File: config.mk
export PLATFORM = sky130hd
export DESIGN_NAME = tx_slot_dma_top
export DESIGN_NICKNAME = d
export VERILOG_FILES = /design/src/rtl/tx_slot_pkg.sv /design/src/rtl/tx_byte_fifo.sv /design/src/rtl/tx_slot_regs.sv /design/src/rtl/tx_slot_engine.sv /design/src/rtl/tx_slot_dma_top.sv
export SDC_FILE = /design/constraint.sdc
export NUM_CORES = 1
export LEC_CHECK = 0
export BUFFER_PORTS_ARGS = -buffer_cell sky130_fd_sc_hd__buf_2
export CAP_MARGIN = 20
export CORE_UTILIZATION = 55
export DETAILED_ROUTE_END_ITERATION = 6
export PLACE_DENSITY_LB_ADDON = 0.05
export REMOVE_ABC_BUFFERS = 1
export SETUP_SLACK_MARGIN = 0.15
export SLEW_MARGIN = 20
export SYNTH_ARGS = -nofsm -noshare
export SYNTH_HDL_FRONTEND = slang
export SYNTH_SLANG_ARGS = --single-unit
File: constraint.sdc
create_clock -name clk -period 7.75 [get_ports clk]
set_input_delay 1.55 -clock clk [delete_from_list [all_inputs] [get_ports clk]]
set_output_delay 1.55 -clock clk [all_outputs]
set_load 0.1 [all_outputs]
File: src/rtl/tx_slot_pkg.sv
package tx_slot_pkg;
  localparam int NSLOT = 4;
  localparam logic [7:0] IRQ_OFS = 8'h3C;

  typedef enum logic [1:0] {ST_IDLE, ST_RUN, ST_FCS, ST_DONE} eng_state_t;

  // Buffered byte count at which output may begin.
  function automatic int start_level(input logic [5:0] thr, input logic [12:0] len,
                                     input int depth);
    int t;
    t = 32 * int'(thr);
    if (t < 1) t = 1;
    if (t > int'(len)) t = int'(len);
    if (t > depth) t = depth;
    return t;
  endfunction

  function automatic logic [31:0] pack_status(input logic [5:0] thr, input logic ok,
                                              input logic unr, input logic own,
                                              input logic [12:0] len);
    return {10'd0, thr, ok, unr, own, len};
  endfunction
endpackage

File: src/rtl/tx_byte_fifo.sv
module tx_byte_fifo #(
  parameter int DEPTH = 64,
  localparam int PW = $clog2(DEPTH),
  localparam int CW = $clog2(DEPTH + 1)
) (
  input  logic          clk,
  input  logic          rst_n,
  input  logic          clr,
  input  logic          push,
  input  logic [7:0]    din,
  input  logic          pop,
  output logic [7:0]    dout,
  output logic [CW-1:0] count
);
  // DEPTH is expected to be a power of two.
  logic [7:0]    store [DEPTH];
  logic [PW-1:0] wp, rp;

  always_ff @(posedge clk) begin
    if (push) store[wp] <= din;
  end

  always_ff @(posedge clk or negedge rst_n) begin
    if (!rst_n) begin
      wp <= '0; rp <= '0; count <= '0;
    end else if (clr) begin
      wp <= '0; rp <= '0; count <= '0;
    end else begin
      if (push) wp <= wp + 1'b1;
      if (pop)  rp <= rp + 1'b1;
      case ({push, pop})
        2'b10:   count <= count + 1'b1;
        2'b01:   count <= count - 1'b1;
        default: count <= count;
      endcase
    end
  end

  assign dout = store[rp];
endmodule

File: src/rtl/tx_slot_regs.sv
module tx_slot_regs
  import tx_slot_pkg::*;
(
  input  logic                   clk,
  input  logic                   rst_n,
  input  logic                   reg_we,
  input  logic [7:0]             reg_addr,
  input  logic [31:0]            reg_wdata,
  output logic [31:0]            reg_rdata,
  input  logic [1:0]             cur_slot,
  input  logic                   copy_set,
  input  logic                   done_ok,
  input  logic                   done_err,
  output logic [NSLOT-1:0]       busy,
  output logic [NSLOT-1:0][31:0] slot_addr,
  output logic [NSLOT-1:0][12:0] slot_len,
  output logic [NSLOT-1:0][5:0]  slot_thr,
  output logic [1:0]             irq_stat
);
  logic [NSLOT-1:0] own_q, ok_q, unr_q;
  logic [1:0] wsel;
  logic wr_st, wr_ad, wr_irq;

  assign wsel   = reg_addr[3:2];
  assign wr_st  = reg_we && (reg_addr[7:4] == 4'h1) && (reg_addr[1:0] == 2'b00);
  assign wr_ad  = reg_we && (reg_addr[7:4] == 4'h2) && (reg_addr[1:0] == 2'b00);
  assign wr_irq = reg_we && (reg_addr == IRQ_OFS);

  always_ff @(posedge clk or negedge rst_n) begin
    if (!rst_n) begin
      busy <= '0; slot_addr <= '0; slot_len <= '0; slot_thr <= '0;
      own_q <= '1; ok_q <= '0; unr_q <= '0; irq_stat <= '0;
    end else begin
      for (int s = 0; s < NSLOT; s++) begin
        if (wr_ad && wsel == 2'(s)) slot_addr[s] <= reg_wdata;
        if (wr_st && wsel == 2'(s) && !busy[s]) begin
          slot_len[s] <= reg_wdata[12:0];
          slot_thr[s] <= reg_wdata[21:16];
          own_q[s] <= 1'b0; ok_q[s] <= 1'b0; unr_q[s] <= 1'b0;
          busy[s] <= 1'b1;
        end
        if (cur_slot == 2'(s)) begin
          if (copy_set) own_q[s] <= 1'b1;
          if (done_ok || done_err) begin
            own_q[s] <= 1'b1;
            ok_q[s]  <= done_ok;
            unr_q[s] <= done_err;
            busy[s]  <= 1'b0;
          end
        end
      end
      irq_stat <= (wr_irq ? (irq_stat & ~reg_wdata[3:2]) : irq_stat) | {done_err, done_ok};
    end
  end

  always_comb begin
    reg_rdata = '0;
    if (reg_addr[1:0] == 2'b00) begin
      case (reg_addr[7:4])
        4'h1: reg_rdata = pack_status(slot_thr[wsel], ok_q[wsel], unr_q[wsel],
                                      own_q[wsel], slot_len[wsel]);
        4'h2: reg_rdata = slot_addr[wsel];
        4'h3: if (reg_addr[3:0] == 4'hC) reg_rdata = {28'd0, irq_stat, 2'b00};
        default: reg_rdata = '0;
      endcase
    end
  end
endmodule

File: src/rtl/tx_slot_engine.sv
module tx_slot_engine
  import tx_slot_pkg::*;
#(
  parameter int DEPTH = 64,
  parameter int CW = 7
) (
  input  logic                   clk,
  input  logic                   rst_n,
  input  logic [NSLOT-1:0]       busy,
  input  logic [NSLOT-1:0][31:0] slot_addr,
  input  logic [NSLOT-1:0][12:0] slot_len,
  input  logic [NSLOT-1:0][5:0]  slot_thr,
  output logic                   mem_rd_en,
  output logic [31:0]            mem_rd_addr,
  input  logic                   mem_gnt,
  output logic                   fifo_push,
  output logic                   fifo_pop,
  output logic                   fifo_clr,
  input  logic [7:0]             fifo_dout,
  input  logic [CW-1:0]          fifo_cnt,
  output logic                   tx_valid,
  input  logic                   tx_ready,
  output logic [7:0]             tx_data,
  output logic                   tx_fcs,
  output logic                   tx_last,
  output logic                   tx_abort,
  output logic                   copy_set,
  output logic                   done_ok,
  output logic                   done_err,
  output logic [1:0]             cur_slot
);
  eng_state_t state;
  logic [12:0] len_q, fetched, sent;
  logic [5:0]  thr_q;
  logic [31:0] base_q;
  logic        inflight, started, copied, err_q;
  logic [1:0]  fcs_cnt;
  logic        all_fetched, issue, start_now, pay_valid, underrun, run;

  always_comb begin
    run         = (state == ST_RUN);
    all_fetched = (fetched == len_q);
    issue       = run && !all_fetched && (int'(fifo_cnt) + int'(inflight) < DEPTH);
    start_now   = run && !started && (int'(fifo_cnt) >= start_level(thr_q, len_q, DEPTH));
    pay_valid   = run && started && (sent != len_q) && (fifo_cnt != '0);
    underrun    = run && started && (sent != len_q) && (fifo_cnt == '0);
  end

  assign mem_rd_en   = issue;
  assign mem_rd_addr = base_q + {19'd0, fetched};
  assign fifo_push   = run && inflight;
  assign fifo_pop    = pay_valid && tx_ready;
  assign fifo_clr    = (state == ST_DONE);
  assign tx_valid    = pay_valid || (state == ST_FCS);
  assign tx_fcs      = (state == ST_FCS);
  assign tx_data     = tx_fcs ? 8'h00 : fifo_dout;
  assign tx_last     = tx_fcs && (fcs_cnt == 2'd3);
  assign copy_set    = run && !copied && all_fetched && !inflight;
  assign done_ok     = (state == ST_DONE) && !err_q;
  assign done_err    = (state == ST_DONE) && err_q;
  assign tx_abort    = done_err;

  always_ff @(posedge clk or negedge rst_n) begin
    if (!rst_n) begin
      state <= ST_IDLE; cur_slot <= '0; len_q <= '0; thr_q <= '0; base_q <= '0;
      fetched <= '0; sent <= '0; inflight <= 1'b0; started <= 1'b0;
      copied <= 1'b0; err_q <= 1'b0; fcs_cnt <= '0;
    end else begin
      case (state)
        ST_IDLE: if (busy[cur_slot]) begin
          len_q <= slot_len[cur_slot]; thr_q <= slot_thr[cur_slot];
          base_q <= slot_addr[cur_slot];
          fetched <= '0; sent <= '0; inflight <= 1'b0; started <= 1'b0;
          copied <= 1'b0; err_q <= 1'b0; fcs_cnt <= '0;
          state <= ST_RUN;
        end
        ST_RUN: begin
          inflight <= issue && mem_gnt;
          if (issue && mem_gnt) fetched <= fetched + 1'b1;
          if (start_now) started <= 1'b1;
          if (fifo_pop) sent <= sent + 1'b1;
          if (copy_set) copied <= 1'b1;
          if (underrun) begin
            err_q <= 1'b1;
            state <= ST_DONE;
          end else if (started && sent == len_q) begin
            state <= ST_FCS;
          end
        end
        ST_FCS: if (tx_ready) begin
          if (fcs_cnt == 2'd3) state <= ST_DONE;
          else fcs_cnt <= fcs_cnt + 1'b1;
        end
        default: begin
          if (!err_q) cur_slot <= cur_slot + 1'b1;
          inflight <= 1'b0;
          state <= ST_IDLE;
        end
      endcase
    end
  end
endmodule

File: src/rtl/tx_slot_dma_top.sv
module tx_slot_dma_top
  import tx_slot_pkg::*;
#(
  parameter int FIFO_DEPTH = 64
) (
  input  logic        clk,
  input  logic        rst_n,
  input  logic        reg_we,
  input  logic [7:0]  reg_addr,
  input  logic [31:0] reg_wdata,
  output logic [31:0] reg_rdata,
  output logic        irq,
  output logic        mem_rd_en,
  output logic [31:0] mem_rd_addr,
  input  logic        mem_gnt,
  input  logic [7:0]  mem_rd_data,
  output logic        tx_valid,
  input  logic        tx_ready,
  output logic [7:0]  tx_data,
  output logic        tx_fcs,
  output logic        tx_last,
  output logic        tx_abort
);
  localparam int CW = $clog2(FIFO_DEPTH + 1);

  logic [NSLOT-1:0]       busy;
  logic [NSLOT-1:0][31:0] slot_addr;
  logic [NSLOT-1:0][12:0] slot_len;
  logic [NSLOT-1:0][5:0]  slot_thr;
  logic [1:0]             irq_stat, cur_slot;
  logic                   copy_set, done_ok, done_err;
  logic                   fifo_push, fifo_pop, fifo_clr;
  logic [7:0]             fifo_dout;
  logic [CW-1:0]          fifo_cnt;

  tx_slot_regs u_regs (
    .clk(clk), .rst_n(rst_n), .reg_we(reg_we), .reg_addr(reg_addr),
    .reg_wdata(reg_wdata), .reg_rdata(reg_rdata), .cur_slot(cur_slot),
    .copy_set(copy_set), .done_ok(done_ok), .done_err(done_err), .busy(busy),
    .slot_addr(slot_addr), .slot_len(slot_len), .slot_thr(slot_thr),
    .irq_stat(irq_stat)
  );

  tx_byte_fifo #(.DEPTH(FIFO_DEPTH)) u_fifo (
    .clk(clk), .rst_n(rst_n), .clr(fifo_clr), .push(fifo_push), .din(mem_rd_data),
    .pop(fifo_pop), .dout(fifo_dout), .count(fifo_cnt)
  );

  tx_slot_engine #(.DEPTH(FIFO_DEPTH), .CW(CW)) u_eng (
    .clk(clk), .rst_n(rst_n), .busy(busy), .slot_addr(slot_addr),
    .slot_len(slot_len), .slot_thr(slot_thr), .mem_rd_en(mem_rd_en),
    .mem_rd_addr(mem_rd_addr), .mem_gnt(mem_gnt), .fifo_push(fifo_push),
    .fifo_pop(fifo_pop), .fifo_clr(fifo_clr), .fifo_dout(fifo_dout),
    .fifo_cnt(fifo_cnt), .tx_valid(tx_valid), .tx_ready(tx_ready),
    .tx_data(tx_data), .tx_fcs(tx_fcs), .tx_last(tx_last), .tx_abort(tx_abort),
    .copy_set(copy_set), .done_ok(done_ok), .done_err(done_err),
    .cur_slot(cur_slot)
  );

  assign irq = |irq_stat;
endmodule

## Word-level counts from Yosys, hierarchy flattened

Memories as Yosys holds them, arrays and structs flattened.
Index checks and enable logic that the tools add are counted.

| storage, ports and cells | value |
|---|---|
| bits in registers | 328 |
| bits in writable memories | 512 |
| input port bits | 53 |
| output and inout bits | 78 |
| word-level logic and storage cells | 266 |
| memories | 1 |

Memories:

| memory | words | width | read ports | clocked after memory_dff | wr ports | line | RTL |
|---|---|---|---|---|---|---|---|
| u_fifo.store | 64 | 8 | 1 | 0 | 1 | tx_byte_fifo.sv:16 | `logic [7:0] store [DEPTH];` |

| cells by class | value |
|---|---|
| add/subtract/negate cells | 10 |
| magnitude comparators | 7 |
| eq/ne operators | 30 |
| multiplexer cells | 111 |
| bitwise gates (word level) | 6 |
| reduce and logical (&&, ||, !) cells | 69 |

Operator list:

| operator | count |
|---|---|
| 2-to-1 mux 32 bit | 5 |
| binary-select mux 32 bit (select 2 bit) | 2 |
| case mux 32 bit (3 select lines) | 1 |
| 2-to-1 mux 13 bit | 5 |
| 2-to-1 mux 1 bit | 62 |
| binary-select mux 13 bit (select 2 bit) | 2 |
| case mux 13 bit (2 select lines) | 2 |
| 2-to-1 mux 6 bit | 6 |
| logical AND 1 bit | 35 |
| adder 32 x 13 -> 32 bit | 1 |
| greater-or-equal comparator 8 x 32 -> 1 bit | 1 |
| greater-than comparator 32 x 8 -> 1 bit (second input constant) | 1 |
| less-than comparator 32 x 8 -> 1 bit (second input constant) | 1 |
| adder 13 x 1 -> 13 bit (second input constant) | 2 |
| == test 13 bit | 2 |
| binary-select mux 6 bit (select 2 bit) | 2 |
| 2-to-1 mux 2 bit | 9 |
| == test 2 bit (second input constant) | 8 |
| AND reduction 3 bit | 5 |
| case mux 7 bit (2 select lines) | 1 |
| greater-than comparator 11 x 13 -> 1 bit | 1 |
| != test 13 bit | 1 |
| adder 6 x 1 -> 6 bit (second input constant) | 2 |
| != test 2 bit (second input constant) | 6 |
| other kinds (37) | 70 |

## Logic depth before layout (Yosys ltp)

| depth | value |
|---|---|
| word-level depth | 10 |
| depth in mapped cells | 16 |
| gate-level depth less buffers | 16 |

## By module

Synthesis repeated with hierarchy kept, for this count alone.

| second synthesis, totals | value |
|---|---|
| cells, all modules | 2,399 |
| area, all modules | 38,580.8 sq um |

Modules (own cells, without submodules):

| module | times used | cells each | area an instance (sq um) | sequential area each (sq um) |
|---|---|---|---|---|
| tx_byte_fifo | 1 | 1,091 | 21,099.0 | 15,850.2 |
| tx_slot_regs | 1 | 636 | 10,368.7 | 5,560.3 |
| tx_slot_engine | 1 | 671 | 7,106.8 | 2,177.1 |
| tx_slot_dma_top | 1 | 1 | 6.3 | 0.0 |

## Worst setup path after synthesis

No wires, ideal clock.

| timing | value |
|---|---|
| path type | input to output |
| start point | input port reg_addr[2] |
| end point | output port reg_rdata[2] |
| data arrival time | 4,069 ps |
| data required time | 6,200 ps |
| setup slack | 2,131 ps |
| cell stages on the path | 5 |
| path buffers | 2 |
| path through | clkbuf_1 buf_1 mux4_2 a22oi_1 a21oi_1 |

| on the way | value |
|---|---|
| longest elaborated chain between the ends | 4 |
| elaborated cells on any way between the ends | 8 |
| classes of those cells | 1 x eq/ne; 7 x mux |

Ends and longest elaborated chain:

| item | line | RTL |
|---|---|---|
| start: declaration | tx_slot_dma_top.sv:9 | `input logic [7:0] reg_addr,` |
| == test 4 bit, or another cell as far along | tx_slot_regs.sv:63 | `4'h3: if (reg_addr[3:0] == 4'hC) reg_rdata = {28'd0, irq_stat, 2'b00};` |
| 2-to-1 mux 4 bit, or another cell as far along | tx_slot_regs.sv:63 |  |
| case mux 32 bit (3 select lines) (*) | tx_slot_regs.sv:59 | `case (reg_addr[7:4])` |
| 2-to-1 mux 32 bit (*) | tx_slot_regs.sv:58 | `if (reg_addr[1:0] == 2'b00) begin` |
| end: declaration | tx_slot_dma_top.sv:11 | `output logic [31:0] reg_rdata,` |

Mark *: on every way between the ends. The rest lies on a longest branch, timed or not. The select of a mux whose other input is x is not followed.

## Worst setup path in the final report

| timing | value |
|---|---|
| start point | register u_eng.fetched[2] |
| end point | output port mem_rd_addr[31] |

| on the way | value |
|---|---|
| longest elaborated chain between the ends | 1 |

Ends and longest elaborated chain:

| item | line | RTL |
|---|---|---|
| start: declaration | tx_slot_engine.sv:33 | `logic [12:0] len_q, fetched, sent;` |
| start signal: assignment | tx_slot_engine.sv:79 | `if (issue && mem_gnt) fetched <= fetched + 1'b1;` |
| adder 32 x 13 -> 32 bit | tx_slot_engine.sv:50 | `assign mem_rd_addr = base_q + {19'd0, fetched};` |
| end: declaration | tx_slot_dma_top.sv:14 | `output logic [31:0] mem_rd_addr,` |

No other way between the ends.

==> impl_metrics.json <==
{
  "synth-edff-count": 512,
  "root_buffer": "clkbuf_16",
  "highest_layer": "met5",
  "max_freq_ghz": 0.171,
  "wl_met2_mm": 44.8,
  "required_ps": 6200,
  "final_nets": 2500,
  "setup_violations": 0,
  "cts_setup_buffers": 0,
  "holdBufCountCts": 0,
  "gr-total-overflow": 0,
  "fill_cells": 4929,
  "ir_drop_v": 0.000208,
  "avgRoutedWirePerCell_um": 26.2,
  "ios": 131,
  "cts-buffers-inserted": 87,
  "crit_fanout": 7,
  "grt_pass1_wl_mm": 135,
  "synth_area_sq_um": 37700,
  "core_area_sq_um": 67500,
  "synth_cells": 2269,
  "r2r_start": "u_eng.len_q[12]",
  "power_mw": 12.4,
  "combPwrFrac_pct": 22.3,
  "rows": 95,
  "post_cts_resized": 0,
  "place.gp.congestion": 0.808,
  "first_global_vias": 21974,
  "fin_crit_sh_pct": 75.5,
  "r2r_cells": 14,
  "p_sw_share_pct": 30.8,
  "r2r_slack_ps": 3720,
  "regToRegEndpoint": "u_fifo.count[6]",
  "crit_end": "mem_rd_addr[31]",
  "whs_ps": 494,
  "grt_usage_pct": 25.9,
  "fin_crit_ps": 5850,
  "first_pass_iters": 5,
  "seqPwrFrac_pct": 42.5,
  "switchingPower_mw": 3.81,
  "worstSetupPathType": "flip-flop to output port",
  "ant_nets": 0,
  "fin_util_pct": 62.7,
  "synth_top_cells_by_area": "edfxtp_1 41%, dfrtp_1 21%, mux4_2 15%, mux2_2 7.6%, ha_1 1.6%",
  "rsz0062_at_grt": "false",
  "finClkSkew_ps": 41.1,
  "final_layout_size_suffix_gt1_share_pct": 34.3,
  "slew_headroom_pct": 30.9,
  "cap_violations": 0,
  "die_area_sq_um": 69600,
  "drtIter0Drc": 1649,
  "syn2layout_area_growth_pct": 12.2,
  "drc": 0,
  "worstPathArrival_ps": 4300,
  "met3_length_mm": 5.03,
  "clockBufferDepth": 3,
  "insertion_delay_ps": 650,
  "yosysTopAreaCellShare_pct": 40.8,
  "start_util_pct": 55.9,
  "clockPowerShare_pct": 35.2,
  "diodes": 0,
  "synth_seq_cells": 840,
  "crit_path_start": "u_eng.fetched[2]",
  "yosysWarnings": 0,
  "clk_pin_slew_ps": 60,
  "routed_wl_mm": 87.8,
  "chipWidth_um": 264,
  "endpoint_kind": "output port",
  "num_vias": 20911,
  "worst-slew-pin-transition_ps": 1030,
  "tritoncts": "built",
  "ys_types": 67,
  "power.leakage_nw": 16.1,
  "worst_hold_path_type": "flip-flop to flip-flop",
  "ctsHtreeMaxLevel": 3,
  "yosys.area.top_type": "edfxtp_1",
  "seq_area_frac_synth_pct": 62.5,
  "status": "complete, no violations",
  "clkSinkCount": 840,
  "hpwl_mm": 54.8,
  "port_buffers": 130,
  "avgSynthCellArea_sq_um": 16.6,
  "cp-start-kind": "flip-flop",
  "wl_met1_mm": 35.0,
  "setup-tns-final_ps": 0,
  "grt_max_degree": 175,
  "fp.dieH_um": 264,
  "antenna_found_initial": 4,
  "drv_slew": 0,
  "hold_viol": 0,
  "power_density_nw_per_um2": 292,
  "synth-async-reset-ratio_pct": 39.0,
  "p_int_mw": 8.55,
  "ys.flop_type": "edfxtp_1",
  "holdPathStages": 2,
  "viasPerCell": 6.26
}
per-stage QoR:
step / area [sq um] / setup slack (ps) / instances
floorplan: 37200 / -1810 / 2142
global route: 42300 / 1760 / 3343
global placement: 39300 / 2230 / 3182
CTS: 42300 / 1810 / 3343
detailed placement: 39300 / 2250 / 3182
finish: 42300 / 1900 / 3343
flip-flops by register name, indices dropped and copies added, names as in the netlist, 4 cells and up:
signal,flops
u_fifo.store,512
u_fifo.count,7
u_eng.thr_q,6
u_eng.base_q,32
u_regs.busy,4
u_fifo.wp,6
u_eng.sent,13
u_regs.slot_thr,24
u_regs.ok_q,4
u_fifo.rp,6
u_regs.own_q,4
u_eng.fetched,13
u_regs.slot_addr,128
u_regs.unr_q,4
u_eng.len_q,13
u_regs.slot_len,52
layer usage:
layer	vias to the layer above	track usage (%)
met5	-	0
met1	11018	34.4
li1	9130	-
met2	607	43.7
met4	6	9.29
met3	150	4.09
synth_stat cells, types with 5 or more instances:
cell / count
edfxtp_1: 512
dfrtp_1: 324
mux4_2: 259
mux2_2: 254
nor2_1: 141
nand2_1: 124
clkbuf_1: 77
xnor2_1: 53
ha_1: 47
a21oi_1: 45
nand3_1: 44
inv_1: 36
buf_2: 29
o21ai_0: 28
a22o_1: 24
xor2_1: 24
buf_1: 17
and2_1: 16
a21o_1: 15
nor3_1: 15
nand2b_1: 14
mux2i_1: 13
o22ai_1: 11
or3_1: 11
a211oi_1: 10
nand4_1: 10
nor2b_1: 10
and3_1: 8
o221ai_1: 7
o211ai_1: 6
o21a_1: 6
or4_1: 6
o21bai_1: 5
critical path: stages, from the launching register on:
cell and delay [ps]:
dfrtp_1 470, ha_1 390, o21ai_0 120, o21ai_0 170, a31oi_1 200, o211ai_1 300
o211ai_1 390, nor3_1 900, xor2_1 240, buf_2 460
worst min-delay path by stage:
| stage | startpoint | endpoint | slack (ps) |
|---|---|---|---|
| after global placement | u_regs.slot_len[32] | u_regs.slot_len[32] | 460 |
| after floorplan | u_regs.slot_len[26] | u_regs.slot_len[26] | 450 |
| after CTS | u_regs.slot_thr[16] | u_regs.slot_thr[16] | 490 |
| final | u_regs.slot_thr[16] | u_regs.slot_thr[16] | 490 |
| after global routing | u_regs.slot_len[37] | u_regs.slot_len[37] | 510 |
| after detailed placement | u_regs.slot_thr[16] | u_regs.slot_thr[16] | 480 |
power by group through the flow:
stage / logic, mW / registers (mW) / clock network [mW]
floorplan: 2.06 / 5.38 / 0
global placement: 2.74 / 5.34 / 0
detailed placement: 2.76 / 5.35 / 0
CTS: 2.78 / 5.26 / 4.43
global route: 2.96 / 5.29 / 4.60
finish: 2.75 / 5.26 / 4.35
cells by family after synthesis:
group	Yosys count	share of synthesized area [%]
muxes	527	23.4
xor gates and xnor gates	77	1.79
and+or+nand+nor	421	5.21
adders and majority gates	49	1.67
buffers and inverters	163	1.76
AOI/OAI and AO/OA	192	3.62
DFF	840	62.5
placed cells by master, fill, tap and decap left out, types with 14 or more instances in the layout:
| cell | n |
|---|---|
| mux4_2 | 259 |
| nand2_1 | 123 |
| mux2_2 | 254 |
| clkbuf_1 | 16 |
| a22o_1 | 24 |
| o21ai_0 | 28 |
| and2_1 | 16 |
| buf_2 | 126 |
| inv_1 | 36 |
| dfrtp_1 | 319 |
| nand2b_1 | 14 |
| ha_1 | 47 |
| edfxtp_1 | 512 |
| clkbuf_16 | 89 |
| xor2_1 | 24 |
| xnor2_1 | 53 |
| nand3_1 | 44 |
| a21o_1 | 15 |
| a21oi_1 | 45 |
| nor2_1 | 140 |
| buf_4 | 37 |
| clkinv_2 | 19 |
final cells by class:
class	count	area, sq um	share of cell area, %
clock buffers	109	2340	5.54
clock inverters	52	652	1.54
inverters	36	135	0.319
multi-input cells	1266	13500	31.9
flip-flops and latches	840	23600	55.8
well taps	873	1090	2.58
repair buffers	167	983	2.32
Power figures use the tool's default switching activity.
